===== src/rtl/alu_pkg.sv =====
// Package: shared operation codes, shift kinds and flags-word layout for
// the status-flag ALU. Assumes a 16-bit datapath with an 8-bit byte lane.
package alu_pkg;

    localparam int DW = 16;
    localparam int OPW = 5;

    typedef enum logic [OPW-1:0] {
        OP_ADD  = 5'd0,
        OP_ADC  = 5'd1,
        OP_SUB  = 5'd2,
        OP_SBB  = 5'd3,
        OP_CMP  = 5'd4,
        OP_INC  = 5'd5,
        OP_DEC  = 5'd6,
        OP_NEG  = 5'd7,
        OP_AND  = 5'd8,
        OP_OR   = 5'd9,
        OP_XOR  = 5'd10,
        OP_NOT  = 5'd11,
        OP_TEST = 5'd12,
        OP_SHL  = 5'd13,
        OP_SHR  = 5'd14,
        OP_SAR  = 5'd15,
        OP_ROL  = 5'd16,
        OP_ROR  = 5'd17,
        OP_RCL  = 5'd18,
        OP_RCR  = 5'd19
    } alu_op_e;

    typedef enum logic [2:0] {
        SH_SHL = 3'd0,
        SH_SHR = 3'd1,
        SH_SAR = 3'd2,
        SH_ROL = 3'd3,
        SH_ROR = 3'd4,
        SH_RCL = 3'd5,
        SH_RCR = 3'd6
    } shift_kind_e;

    typedef enum logic [1:0] {
        LG_AND = 2'd0,
        LG_OR  = 2'd1,
        LG_XOR = 2'd2,
        LG_NOT = 2'd3
    } logic_kind_e;

    // Bit positions of the status flags inside the flags word
    localparam int FB_CF = 0;
    localparam int FB_PF = 2;
    localparam int FB_AF = 4;
    localparam int FB_ZF = 6;
    localparam int FB_SF = 7;
    localparam int FB_OF = 11;

    localparam logic [15:0] FLAGS_RST  = 16'h0002;
    localparam logic [15:0] STATUS_MSK = 16'h08D5;

endpackage


===== src/rtl/alu_arith.sv =====
// Module: alu_arith
// Adder/subtractor for byte or word width. For subtraction it forms
// a + ~b + ~cin, so one carry chain serves both directions, and it reports
// the carry or borrow out of the top bit, the carry or borrow out of bit 3,
// and signed overflow. Assumes DW is even; the byte lane is DW/2 bits wide.
module alu_arith #(
    parameter int DW = 16
) (
    input  logic [DW-1:0] a,
    input  logic [DW-1:0] b,
    input  logic          word,
    input  logic          sub,
    input  logic          cin,
    output logic [DW-1:0] r,
    output logic          co,
    output logic          af,
    output logic          ov
);
    localparam int HB = DW / 2;

    logic [DW-1:0] bx;
    logic          cx;
    logic [DW:0]   sum_w;
    logic [HB:0]   sum_b;
    logic          raw_c;
    logic          a_top;
    logic          bx_top;
    logic          r_top;

    // Invert the second operand and the carry for subtraction
    always_comb begin
        bx = sub ? ~b : b;
        cx = sub ? ~cin : cin;
    end

    // Carry chains for both widths
    always_comb begin
        sum_w = {1'b0, a} + {1'b0, bx} + {{DW{1'b0}}, cx};
        sum_b = {1'b0, a[HB-1:0]} + {1'b0, bx[HB-1:0]} + {{HB{1'b0}}, cx};
    end

    // Pick the width and derive the carry, auxiliary carry and overflow
    always_comb begin
        r      = word ? sum_w[DW-1:0] : {{HB{1'b0}}, sum_b[HB-1:0]};
        raw_c  = word ? sum_w[DW] : sum_b[HB];
        co     = raw_c ^ sub;
        af     = a[4] ^ b[4] ^ r[4];
        a_top  = word ? a[DW-1]  : a[HB-1];
        bx_top = word ? bx[DW-1] : bx[HB-1];
        r_top  = word ? r[DW-1]  : r[HB-1];
        ov     = ~(a_top ^ bx_top) & (a_top ^ r_top);
    end

endmodule


===== src/rtl/alu_logic.sv =====
// Module: alu_logic
// Bitwise AND, OR, XOR and NOT, with the byte lane selected by width.
// Assumes the caller sets the logic flags; this module only forms the value.
module alu_logic #(
    parameter int DW = 16
) (
    input  logic [DW-1:0]        a,
    input  logic [DW-1:0]        b,
    input  logic                 word,
    input  alu_pkg::logic_kind_e kind,
    output logic [DW-1:0]        r
);
    import alu_pkg::*;
    localparam int HB = DW / 2;

    logic [DW-1:0] full;

    // Bitwise function
    always_comb begin
        unique case (kind)
            LG_AND:  full = a & b;
            LG_OR:   full = a | b;
            LG_XOR:  full = a ^ b;
            default: full = ~a;
        endcase
    end

    // Clear the upper byte in byte mode
    always_comb r = word ? full : {{HB{1'b0}}, full[HB-1:0]};

endmodule


===== src/rtl/alu_shift.sv =====
// Module: alu_shift
// One-bit shifts and rotates at byte or word width. It reports the bit
// moved out as carry, and overflow when the top bit of the width changes.
// Assumes the carry used by the carry rotates arrives on cin.
module alu_shift #(
    parameter int DW = 16
) (
    input  logic [DW-1:0]        a,
    input  logic                 word,
    input  alu_pkg::shift_kind_e kind,
    input  logic                 cin,
    output logic [DW-1:0]        r,
    output logic                 co,
    output logic                 ov
);
    import alu_pkg::*;
    localparam int HB = DW / 2;
    localparam int IW = $clog2(DW);

    logic [DW-1:0] am;
    logic [IW-1:0] top_idx;
    logic          top;
    logic          fill;
    logic          go_left;
    logic [DW-1:0] moved;

    // Operand masked to the width, and the index of the top bit
    always_comb begin
        am      = word ? a : {{HB{1'b0}}, a[HB-1:0]};
        top_idx = word ? IW'(DW - 1) : IW'(HB - 1);
        top     = am[top_idx];
    end

    // Direction and the bit entering the vacated end
    always_comb begin
        unique case (kind)
            SH_SHL:  begin go_left = 1'b1; fill = 1'b0;  end
            SH_SHR:  begin go_left = 1'b0; fill = 1'b0;  end
            SH_SAR:  begin go_left = 1'b0; fill = top;   end
            SH_ROL:  begin go_left = 1'b1; fill = top;   end
            SH_ROR:  begin go_left = 1'b0; fill = am[0]; end
            SH_RCL:  begin go_left = 1'b1; fill = cin;   end
            default: begin go_left = 1'b0; fill = cin;   end
        endcase
    end

    // Move the value by one place and insert the fill bit
    always_comb begin
        if (go_left) begin
            moved    = {am[DW-2:0], fill};
            co       = top;
        end else begin
            moved          = am >> 1;
            moved[top_idx] = fill;
            co             = am[0];
        end
    end

    // Trim to the width and flag a change of the top bit
    always_comb begin
        r  = word ? moved : {{HB{1'b0}}, moved[HB-1:0]};
        ov = r[top_idx] ^ top;
    end

endmodule


===== src/rtl/flag_alu.sv =====
// Module: flag_alu (top)
// Status-flag ALU: decodes the opcode, steers the operands to the adder,
// the logic unit or the shifter, selects the result and computes the next
// status flags. The flags word is a register that loads on flag_we; only
// CF, PF, AF, ZF, SF and OF are written. Assumes opcodes 20..31 are unused.
module flag_alu #(
    parameter int DW = 16
) (
    input  logic          clk,
    input  logic          rst_n,
    input  logic [DW-1:0] op_a,
    input  logic [DW-1:0] op_b,
    input  logic [4:0]    opcode,
    input  logic          word_sel,
    input  logic          carry_in,
    input  logic          flag_we,
    output logic [DW-1:0] result,
    output logic          result_we,
    output logic [15:0]   flags
);
    import alu_pkg::*;
    localparam int HB = DW / 2;

    typedef enum logic [2:0] {
        CL_ARITH, CL_INCDEC, CL_LOGIC, CL_NOT, CL_SHIFT, CL_ROT, CL_NONE
    } op_class_e;

    op_class_e     op_cls;
    logic [DW-1:0] ar_a, ar_b;
    logic          ar_sub, ar_cin;
    logic [DW-1:0] ar_r;
    logic          ar_co, ar_af, ar_ov;
    logic_kind_e   lg_kind;
    logic [DW-1:0] lg_r;
    shift_kind_e   sh_kind;
    logic [DW-1:0] sh_r;
    logic          sh_co, sh_ov;
    logic [15:0]   flags_q;
    logic [15:0]   flags_nxt;
    logic [DW-1:0] res;
    logic          zf_n, sf_n, pf_n;

    // Operation class and operand steering for the adder
    always_comb begin
        op_cls  = CL_NONE;
        ar_a    = op_a;
        ar_b    = op_b;
        ar_sub  = 1'b0;
        ar_cin  = 1'b0;
        lg_kind = LG_AND;
        sh_kind = SH_SHL;
        case (opcode)
            OP_ADD:  op_cls = CL_ARITH;
            OP_ADC:  begin op_cls = CL_ARITH; ar_cin = carry_in; end
            OP_SUB,
            OP_CMP:  begin op_cls = CL_ARITH; ar_sub = 1'b1; end
            OP_SBB:  begin op_cls = CL_ARITH; ar_sub = 1'b1; ar_cin = carry_in; end
            OP_INC:  begin op_cls = CL_INCDEC; ar_b = DW'(1); end
            OP_DEC:  begin op_cls = CL_INCDEC; ar_b = DW'(1); ar_sub = 1'b1; end
            OP_NEG:  begin op_cls = CL_ARITH; ar_a = '0; ar_b = op_a; ar_sub = 1'b1; end
            OP_AND,
            OP_TEST: begin op_cls = CL_LOGIC; lg_kind = LG_AND; end
            OP_OR:   begin op_cls = CL_LOGIC; lg_kind = LG_OR; end
            OP_XOR:  begin op_cls = CL_LOGIC; lg_kind = LG_XOR; end
            OP_NOT:  begin op_cls = CL_NOT;   lg_kind = LG_NOT; end
            OP_SHL:  begin op_cls = CL_SHIFT; sh_kind = SH_SHL; end
            OP_SHR:  begin op_cls = CL_SHIFT; sh_kind = SH_SHR; end
            OP_SAR:  begin op_cls = CL_SHIFT; sh_kind = SH_SAR; end
            OP_ROL:  begin op_cls = CL_ROT;   sh_kind = SH_ROL; end
            OP_ROR:  begin op_cls = CL_ROT;   sh_kind = SH_ROR; end
            OP_RCL:  begin op_cls = CL_ROT;   sh_kind = SH_RCL; end
            OP_RCR:  begin op_cls = CL_ROT;   sh_kind = SH_RCR; end
            default: op_cls = CL_NONE;
        endcase
    end

    alu_arith #(.DW(DW)) u_arith (
        .a    (ar_a),
        .b    (ar_b),
        .word (word_sel),
        .sub  (ar_sub),
        .cin  (ar_cin),
        .r    (ar_r),
        .co   (ar_co),
        .af   (ar_af),
        .ov   (ar_ov)
    );

    alu_logic #(.DW(DW)) u_logic (
        .a    (op_a),
        .b    (op_b),
        .word (word_sel),
        .kind (lg_kind),
        .r    (lg_r)
    );

    alu_shift #(.DW(DW)) u_shift (
        .a    (op_a),
        .word (word_sel),
        .kind (sh_kind),
        .cin  (carry_in),
        .r    (sh_r),
        .co   (sh_co),
        .ov   (sh_ov)
    );

    // Result selection and write-back enable
    always_comb begin
        unique case (op_cls)
            CL_ARITH, CL_INCDEC: res = ar_r;
            CL_LOGIC, CL_NOT:    res = lg_r;
            CL_SHIFT, CL_ROT:    res = sh_r;
            default:             res = '0;
        endcase
        result    = res;
        result_we = (op_cls != CL_NONE) && (opcode != OP_CMP) && (opcode != OP_TEST);
    end

    // Zero, sign and low-byte parity of the selected result
    always_comb begin
        zf_n = word_sel ? (res == '0) : (res[HB-1:0] == '0);
        sf_n = word_sel ? res[DW-1] : res[HB-1];
        pf_n = ~^res[7:0];
    end

    // Next flags word for each operation class
    always_comb begin
        flags_nxt = flags_q;
        unique case (op_cls)
            CL_ARITH: begin
                flags_nxt[FB_CF] = ar_co;
                flags_nxt[FB_AF] = ar_af;
                flags_nxt[FB_OF] = ar_ov;
                flags_nxt[FB_ZF] = zf_n;
                flags_nxt[FB_SF] = sf_n;
                flags_nxt[FB_PF] = pf_n;
            end
            CL_INCDEC: begin
                flags_nxt[FB_AF] = ar_af;
                flags_nxt[FB_OF] = ar_ov;
                flags_nxt[FB_ZF] = zf_n;
                flags_nxt[FB_SF] = sf_n;
                flags_nxt[FB_PF] = pf_n;
            end
            CL_LOGIC: begin
                flags_nxt[FB_CF] = 1'b0;
                flags_nxt[FB_AF] = 1'b0;
                flags_nxt[FB_OF] = 1'b0;
                flags_nxt[FB_ZF] = zf_n;
                flags_nxt[FB_SF] = sf_n;
                flags_nxt[FB_PF] = pf_n;
            end
            CL_SHIFT: begin
                flags_nxt[FB_CF] = sh_co;
                flags_nxt[FB_AF] = 1'b0;
                flags_nxt[FB_OF] = sh_ov;
                flags_nxt[FB_ZF] = zf_n;
                flags_nxt[FB_SF] = sf_n;
                flags_nxt[FB_PF] = pf_n;
            end
            CL_ROT: begin
                flags_nxt[FB_CF] = sh_co;
                flags_nxt[FB_OF] = sh_ov;
            end
            default: flags_nxt = flags_q;
        endcase
    end

    // Flags register: reset value, then status bits only on flag_we
    always_ff @(posedge clk) begin
        if (!rst_n) begin
            flags_q <= FLAGS_RST;
        end else if (flag_we) begin
            flags_q <= (flags_q & ~STATUS_MSK) | (flags_nxt & STATUS_MSK);
        end
    end

    assign flags = flags_q;


    ctrl_bits_hold_chk: assert property (@(posedge clk) disable iff (!rst_n)
        (flags_q & ~STATUS_MSK) == (FLAGS_RST & ~STATUS_MSK));


    flags_idle_hold_chk: assert property (@(posedge clk) disable iff (!rst_n)
        !flag_we |=> $stable(flags_q));


    incdec_cf_keep_chk: assert property (@(posedge clk) disable iff (!rst_n)
        (flag_we && (opcode == OP_INC || opcode == OP_DEC))
        |=> flags_q[FB_CF] == $past(flags_q[FB_CF]));


    zero_flag_track_chk: assert property (@(posedge clk) disable iff (!rst_n)
        (flag_we && opcode <= OP_SAR && opcode != OP_NOT)
        |=> flags_q[FB_ZF] == ($past(result) == '0));


    byte_upper_clear_chk: assert property (@(posedge clk) disable iff (!rst_n)
        !word_sel |-> result[DW-1:HB] == '0);


    unused_op_quiet_chk: assert property (@(posedge clk) disable iff (!rst_n)
        (opcode > OP_RCR) |=> flags_q == $past(flags_q));

endmodule


===== config.mk =====
export PLATFORM = sky130hd
export DESIGN_NAME = flag_alu
export DESIGN_NICKNAME = d
export VERILOG_FILES = /design/src/rtl/alu_pkg.sv /design/src/rtl/alu_arith.sv /design/src/rtl/alu_logic.sv /design/src/rtl/alu_shift.sv /design/src/rtl/flag_alu.sv
export SDC_FILE = /design/constraint.sdc
export NUM_CORES = 1
export LEC_CHECK = 0
export BUFFER_PORTS_ARGS = -buffer_cell sky130_fd_sc_hd__buf_2
export CAP_MARGIN = 20
export CORE_ASPECT_RATIO = 1.5
export CORE_UTILIZATION = 30
export CTS_BUF_LIST = sky130_fd_sc_hd__clkbuf_8 sky130_fd_sc_hd__clkbuf_16
export DETAILED_ROUTE_END_ITERATION = 10
export PLACE_DENSITY = 0.47
export SKIP_CTS_REPAIR_TIMING = 1
export SYNTH_ARGS = -nofsm -noshare
export SYNTH_HDL_FRONTEND = slang
export SYNTH_SLANG_ARGS = --single-unit

===== constraint.sdc =====
create_clock -name clk -period 6.7 [get_ports clk]
set_clock_uncertainty 0.05 [all_clocks]
set_input_delay 0.335 -clock clk [delete_from_list [all_inputs] [get_ports clk]]
set_output_delay 0.335 -clock clk [all_outputs]
set_load 0.02 [all_outputs]

Yosys cells after proc, flatten, opt, wreduce, memory -nomap -nowiden:

Cells that the tools add are included.

* input bits: 42
* register bits after elaboration: 16
* output and inout bits: 33
* memories kept: 0
* logic and storage cells: 119
* RAM bits: 0
* ROM bits: 0
* bits in latches: 0

* div/mod/pow operators: 0
* reduce and logical (&&, ||, !) cells: 25
* magnitude comparators: 2
* equal/unequal tests: 34
* bitwise gates (word level): 15
* muxes and demuxes: 38
* add/subtract/negate cells: 4
* $mul: 0
* shifts and indexed selects: 0

Operators by type and width (number)
* $mux 16: 7
* $pmux 16 s3: 2
* $eq 5x4->1 const B: 8
* $pmux 3 s6: 2
* $not 16->16: 2
* $pmux 16 s2: 1
* $eq 5x3->1 const B: 4
* $eq 5x5->1 const B: 4
* $add 16x16->17: 1
* $add 17x1->17: 1
* $and 16x16->16: 1
* $bwmux 16: 1
* $logic_not 16->1: 1
* $or 16x12->16: 1
* $or 16x16->16: 1
* $reduce_or 2->1: 8
* $xor 16x16->16: 1
* $mux 1: 15
* $eq 3x2->1 const B: 4
* $eq 3x3->1 const B: 4
* $reduce_or 4->1: 3
* $eq 5x2->1 const B: 2
* $add 8x8->9: 1
* $add 9x1->9: 1
* other kinds (28): 42

Depth between registers and ports, before layout:

Gate-level depths: netlist (run 1).

* depth after elaboration: 13
* depth in mapped cells: 23
* depth with buffers taken out: 20

By module:

A second synthesis (run 1) with hierarchy kept.

* cells, all modules: 598
* area, all modules: 4139.0 µm²

Modules (own cells, without submodules)
* flag_alu: times used 1, cells each 238, seq. area each 120.1 µm², area an instance 1557.7 µm²
* alu_arith: times used 1, cells each 160, seq. area each 0.0 µm², area an instance 1157.4 µm²
* alu_logic: times used 1, cells each 143, seq. area each 0.0 µm², area an instance 988.4 µm²
* alu_shift: times used 1, cells each 57, seq. area each 0.0 µm², area an instance 435.4 µm²

Least setup slack after synthesis (run 1):

No wires, ideal clock.

* path type: input -> register
* start: in opcode[2]
* end: reg flags_q[6] (netlist: flags[6])
* setup slack: 1.614 ns
* stages on the path: 22
* arrival time: 4.939 ns
* buffers on the path: 3
* data required time: 6.554 ns
* setup time: 0.096 ns
* cell sequence: buf_2 or3b_2 nor2_1 clkbuf_1 clkbuf_1 nor2_1 fa_1 fa_1 a21o_1 nand3_1 nand2_1 a21oi_1 xor2_1 nand2_1 nand2_1 o21a_1 ha_1 and3_1 nand3_1 or4_1 or4_1 o41ai_2

* cells in the longest elaborated chain, start to end: 13
* elaborated cells on any way between the ends: 78
* those cells by class: 4 x add/sub; 31 x eq/ne; 20 x mux; 3 x bitwise; 20 x reduce/logical

RTL lines
* from (decl): line flag_alu.sv:13 `input logic [4:0] opcode,`
* $eq 5x3->1, or another cell as far along: line flag_alu.sv:52 `case (opcode)`
* $reduce_or 2->1 (no line) or $pmux 3 s6 (tied branches)
* $pmux 16 s2, or another cell as far along: line flag_alu.sv:52
* $not 16->16 or $reduce_or 2->1 (tied branches)
* $mux 16 or $pmux 1 s3 (tied branches): line alu_arith.sv:32, alu_shift.sv:36
* $add 16x16->17, or another cell as far along: line alu_arith.sv:38 `sum_w = {1'b0, a} + {1'b0, bx} + {{DW{1'b0}}, cx};`
* $add 17x1->17, or another cell as far along: line alu_arith.sv:38
* $mux 16, on equally long branches: line alu_arith.sv:44, alu_shift.sv:61
* $pmux 16 s3: line flag_alu.sv:109 `unique case (op_cls)`
* $logic_not 16->1 or $logic_not 8->1 (tied branches): line flag_alu.sv:121 `zf_n = word_sel ? (res == '0) : (res[HB-1:0] == '0);`
* $mux 1: line flag_alu.sv:121
* $mux 2 *: line flag_alu.sv:129 `unique case (op_cls)`
* $or 16x12->16 *: line flag_alu.sv:174 `flags_q <= (flags_q & ~STATUS_MSK) | (flags_nxt & STATUS_MSK);`
* to (signal assigned): line flag_alu.sv:174
* to (decl): line flag_alu.sv:38 `logic [15:0] flags_q;`

Mark *: on every way between the ends. The rest lies on a longest branch, timed or not.
A chain may end at the register's enable or synchronous reset.

Worst setup path after layout (run 1):

Ends and elaborated chain as after synthesis.

==> impl_metrics.ini, run 1 <==
[final_layout]
final_cells = 736
n_fill_cell = 1348
fin_nets = 683
final_core_util_pct = 34.6
finalInstanceArea_sq_um = 4130
largest_register_ffs = 6
layout-area-overhead-vs-synth_pct = 12.1
n_antenna_cell = 0
drive_gt1_share_pct = 15.4

[power]
seq_power_share_pct = 7.3
powerDensity_nw_per_um2 = 144
swShare_pct = 51.6
finalPower_w = 0.000594
peakVddDrop_mv = 0.114
clockPowerShare_pct = 17.6
p_switching_w = 0.000306
internal_power_w = 0.000287
p_comb_share_pct = 75.1
p_leak_nw = 1.95

[clock_tree]
path_clk_slew_ps = 40
cts-root-buf = clkbuf_16
h-tree-depth = 1
clockBufferDepth = 2
cts_sinks = 6
clk_latency_ps = 240
cts_tree = built
cts_buffers = 3

[sta]
slew_violations = 0
finalSetupTns_ps = 0
max_slew_margin_pct = 32.1
finalCriticalPeriod_ps = 5300
fmax_ghz = 0.189
final_hold_viol_count = 0
min_period_over_period_pct = 79.1
worst_slew_pin_slew_ps = 993
final-setup-viol-count = 0
rsz0062_at_grt = false

[synthesis]
synthArstFlopShare_pct = 0
yosysUniqueCellTypes = 66
synth_seq_cells = 6
synth_flop_cell = dfxtp_1
synth_area_per_cell_sq_um = 6.74
synthCells = 547
synth_edf_count = 0
syn_area_sq_um = 3690
ys_warn_count = 0
seq_area_frac_synth_pct = 3.26

[setup_path]
cp_data_arrival_time_ps = 5390
rrSetupSlack_ps = 5580
crit_path_end_kind = flop
startpoint_type = input pin
critPathKind = input pin to flop
required_ps = 6790
worstPathMaxFanout = 20

[detailed_routing]
detail_route.wl_per_cell_microns = 19.0
wl_microns = 14000
vias = 4202
via_per_inst = 5.71
drt_iter0_markers = 368
drc_errors = 0
firstDrtPassIters = 7
ant_nets = 0

[placement]
portBuffers = 64
dp_hpwl_microns = 11200
place_area_sq_um = 4060
place_inst = 733
routabilityCongestion = 0.920

[hold_path]
holdCritPathClass = input pin to flop

[die]
io_pins = 75
num_rows = 49
die-area_sq_um = 12700
die_w_microns = 92.5
start_util_pct = 30.8
core_area_sq_um = 12000
die_h_microns = 138

[global_routing]
grt.overflow.total = 0
first_global_vias = 4047
grt_max_degree = 33
grt_first_pass_wirelength_microns = 21600
antenna_found_initial = 0
grt.total_usage_pct = 21.9

[run]
maxCapViolations = 0

[outcome]
status = complete, no violations
-- stage by stage --
stage	worst slack [ps]	hold slack, ps
after floorplan	1610	413
after global placement	1290	430
after detailed placement	1180	432
after CTS	1410	376
after global routing	1040	416
final	1400	377
-- logic make-up after synthesis --
group,after synthesis,share of synthesized area [%]
xor gates and xnor gates,34,8.08
AOI/OAI and AO/OA,188,35.1
and+or+nand+nor,161,20.7
adders and majority gates,56,19.4
muxes,10,2.75
buffers and inverters,90,10.5
DFF,6,3.26
other,2,0.204
-- routing by layer --
metal	global-route usage (%)	part of all wire (%)	vias up
met5	0	0	-
met4	10.7	5.2	0
met3	2.48	5.9	36
met2	37.5	48	188
met1	27.0	41	1956
li1	-	-	2022
-- cell usage in the layout (no fill, tap or decap), types with 3 or more instances in the layout --
cell       synthesis  layout
a21oi_1           40      40
nand3b_1           3       3
xor2_1             8       8
nor2_1            78      77
o21ai_0           28      28
buf_4             10       6
a211oi_1           4       4
ha_1              54      54
nor3_1             3       3
nor3b_1            3       3
a21o_1             6       6
o22ai_1            8       8
a2bb2oi_1          3       3
nand2b_1           6       6
o21bai_1           3       3
a22oi_1           21      21
a31oi_1           14      14
a21boi_0           4       4
dfxtp_1            6       6
buf_2              4      64
conb_1             2      10
o22a_1             6       6
inv_1             44      44
a211o_1            3       3
and3_1             3       3
mux2i_1            9       9
a32oi_1            3       3
nand2_1           33      33
nand3_1            6       6
clkbuf_16          0       3
o21a_1             5       5
o211ai_1           8       8
o221ai_1          15      15
xnor2_1           26      26
a41oi_1            3       3
nor2b_1            7       7
-- layout make-up --
cell class	count	area (sq um)	share of cell area, %
well taps	153	191	4.63
flip-flops and latches	6	120	2.91
repair buffers	70	365	8.84
clock buffers	3	75.1	1.82
inverters	45	169	4.09
multi-input cells	459	3210	77.7
-- cells in the mapped netlist, types with 3 or more instances --
library cell,number,area (sq um)
buf_2,4,20.0
nand2b_1,6,37.5
o22ai_1,8,50.1
xor2_1,8,70.1
nor2b_1,7,43.8
ha_1,54,676
a31oi_1,14,87.6
a2bb2oi_1,3,26.3
o211ai_1,8,60.1
a21oi_1,40,200
nand3b_1,3,22.5
nor3_1,3,15.0
buf_4,10,75.1
a32oi_1,3,26.3
dfxtp_1,6,120
o221ai_1,15,131
nand2_1,33,124
a21boi_0,4,30.0
xnor2_1,26,228
o22a_1,6,52.6
o21ai_0,28,140
a22oi_1,21,158
inv_1,44,165
and3_1,3,18.8
a211o_1,3,26.3
nor3b_1,3,22.5
o21a_1,5,37.5
a211oi_1,4,30.0
mux2i_1,9,90.1
buf_1,5,18.8
a21o_1,6,45.0
clkbuf_1,25,93.8
a41oi_1,3,26.3
o21bai_1,3,22.5
nand3_1,6,30.0
nor2_1,78,293
-- critical path, stage by stage --
cell,delay (ps)
buf_2,290
or3b_2,500
nand2b_1,520
a22oi_1,360
xnor2_1,130
fa_1,470
fa_1,430
a21o_1,230
nand3_1,90
nand2_1,60
a21oi_1,170
xor2_1,160
nand2_1,60
nand2_1,70
o21a_1,120
ha_1,130
and3_1,140
nand3_1,80
or4_1,410
or4_1,420
o41ai_2,200
-- final timing paths --
path,to,start,depth (start not counted)
worst max-delay path,flags[6]$_SDFFE_PN0P_,opcode[2],21
worst min-delay path,flags[11]$_SDFFE_PN0P_,rst_n,3
worst max register to register,flags[0]$_SDFFE_PN0P_,flags[0]$_SDFFE_PN0P_,4
worst min register to register,flags[6]$_SDFFE_PN0P_,flags[6]$_SDFFE_PN0P_,2
-- power by group through the flow --
stage	logic, W	registers [W]	clock network, W
2_1_floorplan	0.000314	0.0000497	0
3_3_place_gp	0.000442	0.0000435	0
3_5_place_dp	0.000441	0.0000438	0
4_1_cts	0.000444	0.0000433	0.000104
5_1_grt	0.000490	0.0000439	0.000105
6_report	0.000446	0.0000433	0.000105
Note: power is estimated with default switching activity, not from simulation.
==> inputs of run 2 (changes only) <==
clock period = 5.54 ns   (was 6.7 ns; I/O delays follow)
==> run 2 against run 1 <==
  * Combinational power up 23%
  * Largest power group unchanged
  * Sequential share of layout area about the same
  * Design area rose by 1.5%
  * Final cell count is 1.1% higher
  * Critical path type unchanged
==> impl_metrics.ini, run 2 (same netlist as run 1, synthesis figures left out) <==
[sta]
setup_slack_ps = 788
worst_slew_pin_slew_ps = 805
finalCriticalPeriod_ps = 4750
final_hold_viol_count = 0
fmax_ghz = 0.210
min_period_over_period_pct = 85.8
finalSetupTns_ps = 0
max_slew_margin_pct = 46.3
final-setup-viol-count = 0
slew_violations = 0
rsz0062_at_grt = false

[power]
clockPowerShare_pct = 17.5
p_switching_w = 0.000373
peakVddDrop_mv = 0.0912
p_comb_share_pct = 75.3
swShare_pct = 51.3
p_leak_nw = 1.99
seq_power_share_pct = 7.2
internal_power_w = 0.000354
powerDensity_nw_per_um2 = 173

[clock_tree]
cts_buffers = 3
h-tree-depth = 1
cts-root-buf = clkbuf_16
cts_tree = built
path_clk_slew_ps = 40
clk_latency_ps = 240
clockBufferDepth = 2
cts_sinks = 6

[detailed_routing]
vias = 4223
drc_errors = 0
via_per_inst = 5.68
drt_iter0_markers = 382
wl_microns = 14100
ant_nets = 0
firstDrtPassIters = 5
detail_route.wl_per_cell_microns = 19.0

[global_routing]
antenna_found_initial = 0
grt_max_degree = 33
first_global_vias = 4133
grt.overflow.total = 0
grt.total_usage_pct = 22.2
grt_first_pass_wirelength_microns = 21900

[die]
num_rows = 49
die_w_microns = 92.5
core_area_sq_um = 12000
start_util_pct = 30.8
die-area_sq_um = 12700
die_h_microns = 138
io_pins = 75

[final_layout]
final_cell_mix = nor2_1, buf_2, ha_1
fin_nets = 691
layout-area-overhead-vs-synth_pct = 13.7
largest_register_ffs = 6
final_common_cell = nor2_1
n_antenna_cell = 0
drive_gt1_share_pct = 16.6

[setup_path]
cp_data_arrival_time_ps = 4840
required_ps = 5630
crit_path_end_kind = flop
critPathKind = input pin to flop
startpoint_type = input pin
worstPathMaxFanout = 20

[hold_path]
holdCritPathClass = input pin to flop

[outcome]
status = complete, no violations

[placement]
dp_slack_ps = 574
routabilityCongestion = 0.915
dp_hpwl_microns = 11400
portBuffers = 64

[run]
maxCapViolations = 0
[run 2: layer usage]
layer	up-vias	wire [microns]	track usage (%)
li1	2041	-	-
met1	1976	5820	27.0
met2	166	6910	39.5
met3	40	865	2.76
met4	0	524	8.33
met5	-	0	0
[run 2: stage by stage]
stage,cells,instance area [sq um],util [%],hold slack [ps],power [W]
finish,744,4190,35.1,320,0.000726
global route,744,4190,35.1,350,0.000783
CTS,744,4190,35.1,319,0.000725
detailed placement,741,4120,34.4,410,0.000594
global placement,741,4120,34.4,428,0.000595
floorplan,555,3720,-,355,0.000440
[run 2: layout make-up]
cell class / instances / area, sq um
Tap cell: 153 / 191
Clock buffer: 3 / 75.1
Inverter: 45 / 169
Timing Repair Buffer: 78 / 425
Sequential cell: 6 / 120
Multi-Input combinational cell: 459 / 3210
Fill cell: 1340 / 7760
[run 2: final timing paths]
| path | cells after the start | from | slack, ps | end |
|---|---|---|---|---|
| setup / recovery | 21 | opcode[2] | 790 | flags[6]$_SDFFE_PN0P_ |
| setup reg to reg | 4 | flags[0]$_SDFFE_PN0P_ | 4490 | flags[0]$_SDFFE_PN0P_ |
| hold / removal | 3 | rst_n | 320 | flags[11]$_SDFFE_PN0P_ |
| hold reg to reg | 2 | flags[6]$_SDFFE_PN0P_ | 430 | flags[6]$_SDFFE_PN0P_ |
[run 2: critical path, cell delays in order]
cell,delay (ps)
buf_2,290
or3b_2,500
nand2b_1,180
a22oi_1,180
xnor2_1,120
fa_1,480
fa_1,430
a21o_1,220
nand3_1,80
nand2_1,50
a21oi_1,180
xor2_1,160
nand2_1,70
nand2_1,70
o21a_1,120
ha_1,140
and3_1,140
nand3_1,80
or4_1,420
or4_1,420
o41ai_2,210
[run 2: power groups by stage]
stage | combinational, W | clock [W] | sequential (W)
finish | 0.000547 | 0.000127 | 0.0000523
global route | 0.000600 | 0.000130 | 0.0000529
CTS | 0.000545 | 0.000127 | 0.0000523
detailed placement | 0.000541 | 0 | 0.0000529
global placement | 0.000542 | 0 | 0.0000527
floorplan | 0.000380 | 0 | 0.0000601
==> inputs of run 3 (changes only) <==
PLACE_DENSITY = 0.46   (was 0.47)
SYNTH_HIERARCHICAL = 1   (was default)
==> run 3 against run 2 <==
  * The run now ends with design-rule violations left
  * Non-clock buffer count shrank 8
  * Sequential share of layout area is 0.19 points lower
  * Register-to-register slack better by 250 ps
  * Sequential cell count did not move
  * Critical path type unchanged
==> impl_metrics.ini, run 3 <==
[outcome]
violations = design-rule violations
status = finished, violations left

[power]
swShare_pct = 49.8
internal_power_w = 0.000350
clockPowerShare_pct = 17.1
p_leak_nw = 2.15
peakVddDrop_mv = 0.109
seq_power_share_pct = 6.8
p_comb_share_pct = 76.1
powerDensity_nw_per_um2 = 156
p_switching_w = 0.000348

[setup_path]
worstPathMaxFanout = 17
startpoint_type = input pin
cp_slowest_cell = fa_1
cp_data_arrival_time_ps = 4730
rrSetupSlack_ps = 4740
critPathKind = input pin to flop
cp_slowest_stage_delay_ps = 480
required_ps = 5670
worst-path-stages = 19
critPathBufInv = 1
r2r.worst_path.cells = 2
crit_chain = buf_2, or2_1, or2_1, nor2_1, nor2_1, xor2_1, fa_1, fa_1, a211oi_1, nor2_1, o211ai_1, a41oi_1, xnor2_1, and2_1, nor4_1, a21oi_1, a221o_1, nand4_1, and3_1
critPathTopFamily = simple AND/OR/NAND/NOR gates
crit_path_end_kind = flop
critPathMostFrequentCell = nor2_1

[clock_tree]
cts_tree = built
clk_latency_ps = 230
path_clk_slew_ps = 40
clockBufferDepth = 2
h-tree-depth = 1
cts_buffers = 3
cts_sinks = 6
cts-root-buf = clkbuf_16

[synthesis]
yosys.area_share.simple_pct = 21.7
syn_area_sq_um = 4140
yosys.area.top_type = ha_1
ys_warn_count = 6
synth_top_family_by_area = compound AO/OA/AOI/OAI gates
synthArstFlopShare_pct = 0
synth_flop_cell = dfxtp_1
synthCells = 598
synth_area_per_cell_sq_um = 6.92
yosysUniqueCellTypes = 65
seq_area_frac_synth_pct = 2.90
synth_seq_cells = 6
ys_top_cells_by_count = inv_1, ha_1, nand2_1
synthTopCellsByArea = ha_1, inv_1, xor2_1
synth_xor_area_share_pct = 8.22
muxShareOfSynthArea_pct = 6.44
synth_edf_count = 0
synthAdderAreaFrac_pct = 17.3
synth_most_common_cell = inv_1
synth_compound_area_share_pct = 29.3
synth_top_area_share_pct = 16.3

[sta]
rsz0062_at_grt = false
fmax_ghz = 0.217
finalSetupTns_ps = 0
min_period_over_period_pct = 83.1
setup_slack_ps = 935
slew_violations = 0
final-setup-viol-count = 0
finalCriticalPeriod_ps = 4610
worst_slew_pin_slew_ps = 726
max_slew_margin_pct = 51.6
final_hold_viol_count = 0

[detailed_routing]
firstDrtPassIters = 10
detail_route.wl_per_cell_microns = 16.8
drc_errors = 6
wl_microns = 13300
vias = 4237
via_per_inst = 5.36
ant_nets = 0
drt_iter0_markers = 194

[final_layout]
layout-area-overhead-vs-synth_pct = 8.56
n_antenna_cell = 0
largest_register_ffs = 6
ff_latch_area_sq_um = 120
multi_input_area_sq_um = 3490
n_fill_cell = 1471
final_cell_mix = inv_1, buf_2, ha_1
finalInstanceArea_sq_um = 4490
fin_nets = 729
drive_gt1_share_pct = 15.7

[global_routing]
grt.total_usage_pct = 18.4
antenna_found_initial = 0
first_global_vias = 4061
grt.overflow.total = 0
grt_first_pass_wirelength_microns = 21100
grt_max_degree = 53

[run]
maxCapViolations = 0

[placement]
dp_hpwl_microns = 11000
routabilityCongestion = 0.912
place_area_sq_um = 4420
portBuffers = 64
dp_slack_ps = 819

[die]
core_area_sq_um = 13500
die_h_microns = 146
die-area_sq_um = 14300
num_rows = 52
io_pins = 75
die_w_microns = 97.9
start_util_pct = 30.7

[hold_path]
holdCritPathClass = input pin to flop
holdPathStages = 2
[run 3: metrics by stage]
stage          power [W]  cells  util (%)  hold WS, ps
2_1_floorplan   0.000450    606         -          392
3_3_place_gp    0.000572    788      32.8          401
3_5_place_dp    0.000577    788      32.8          405
4_1_cts         0.000700    791      33.4          304
5_1_grt         0.000757    791      33.4          315
6_report        0.000699    791      33.4          306
[run 3: final timing paths]
kind / start / to
max reg2reg: flags[0]$_SDFFE_PN0P_ / flags[0]$_SDFFE_PN0P_
min reg2reg: flags[11]$_SDFFE_PN0P_ / flags[11]$_SDFFE_PN0P_
min: rst_n / flags[2]$_SDFFE_PN0P_
max: opcode[4] / flags[6]$_SDFFE_PN0P_
[run 3: power by group through the flow]
stage,clock [W],combinational (W),sequential (W)
2_1_floorplan,0,0.000398,0.0000515
3_3_place_gp,0,0.000524,0.0000482
3_5_place_dp,0,0.000529,0.0000482
4_1_cts,0.000121,0.000532,0.0000475
5_1_grt,0.000124,0.000585,0.0000478
6_report,0.000119,0.000532,0.0000475
[run 3: area by class of cell]
cell class / instances / share of cell area [%]
clock buffer: 3 / 1.67
inverter: 65 / 5.43
multi-input combinational: 485 / 77.6
sequential: 6 / 2.67
timing repair buffer: 70 / 8.13
tap: 162 / 4.51
[run 3: layer usage]
layer / GRT usage, % / part of all wire [%]
met5: 0 / 0
met4: 8.94 / 4.3
met3: 1.25 / 3.2
met2: 35.0 / 53
met1: 20.3 / 39
[run 3: worst reg2reg max path: cells and delay by family, from the launching register on]
family / cells / cell delay, ps
AOI/OAI and AO/OA: 1 / 200
and+or+nand+nor: 1 / 150
DFF: 1 / 300
[run 3: kinds of logic (layout without fill, tap and decap cells)]
group | after synthesis | count (layout)
compound gates | 182 | 182
other cells | 2 | 10
fa+ha+maj | 56 | 56
simple gates | 177 | 177
flops | 6 | 6
mux | 22 | 22
buf+inv | 115 | 138
xor+xnor | 38 | 38
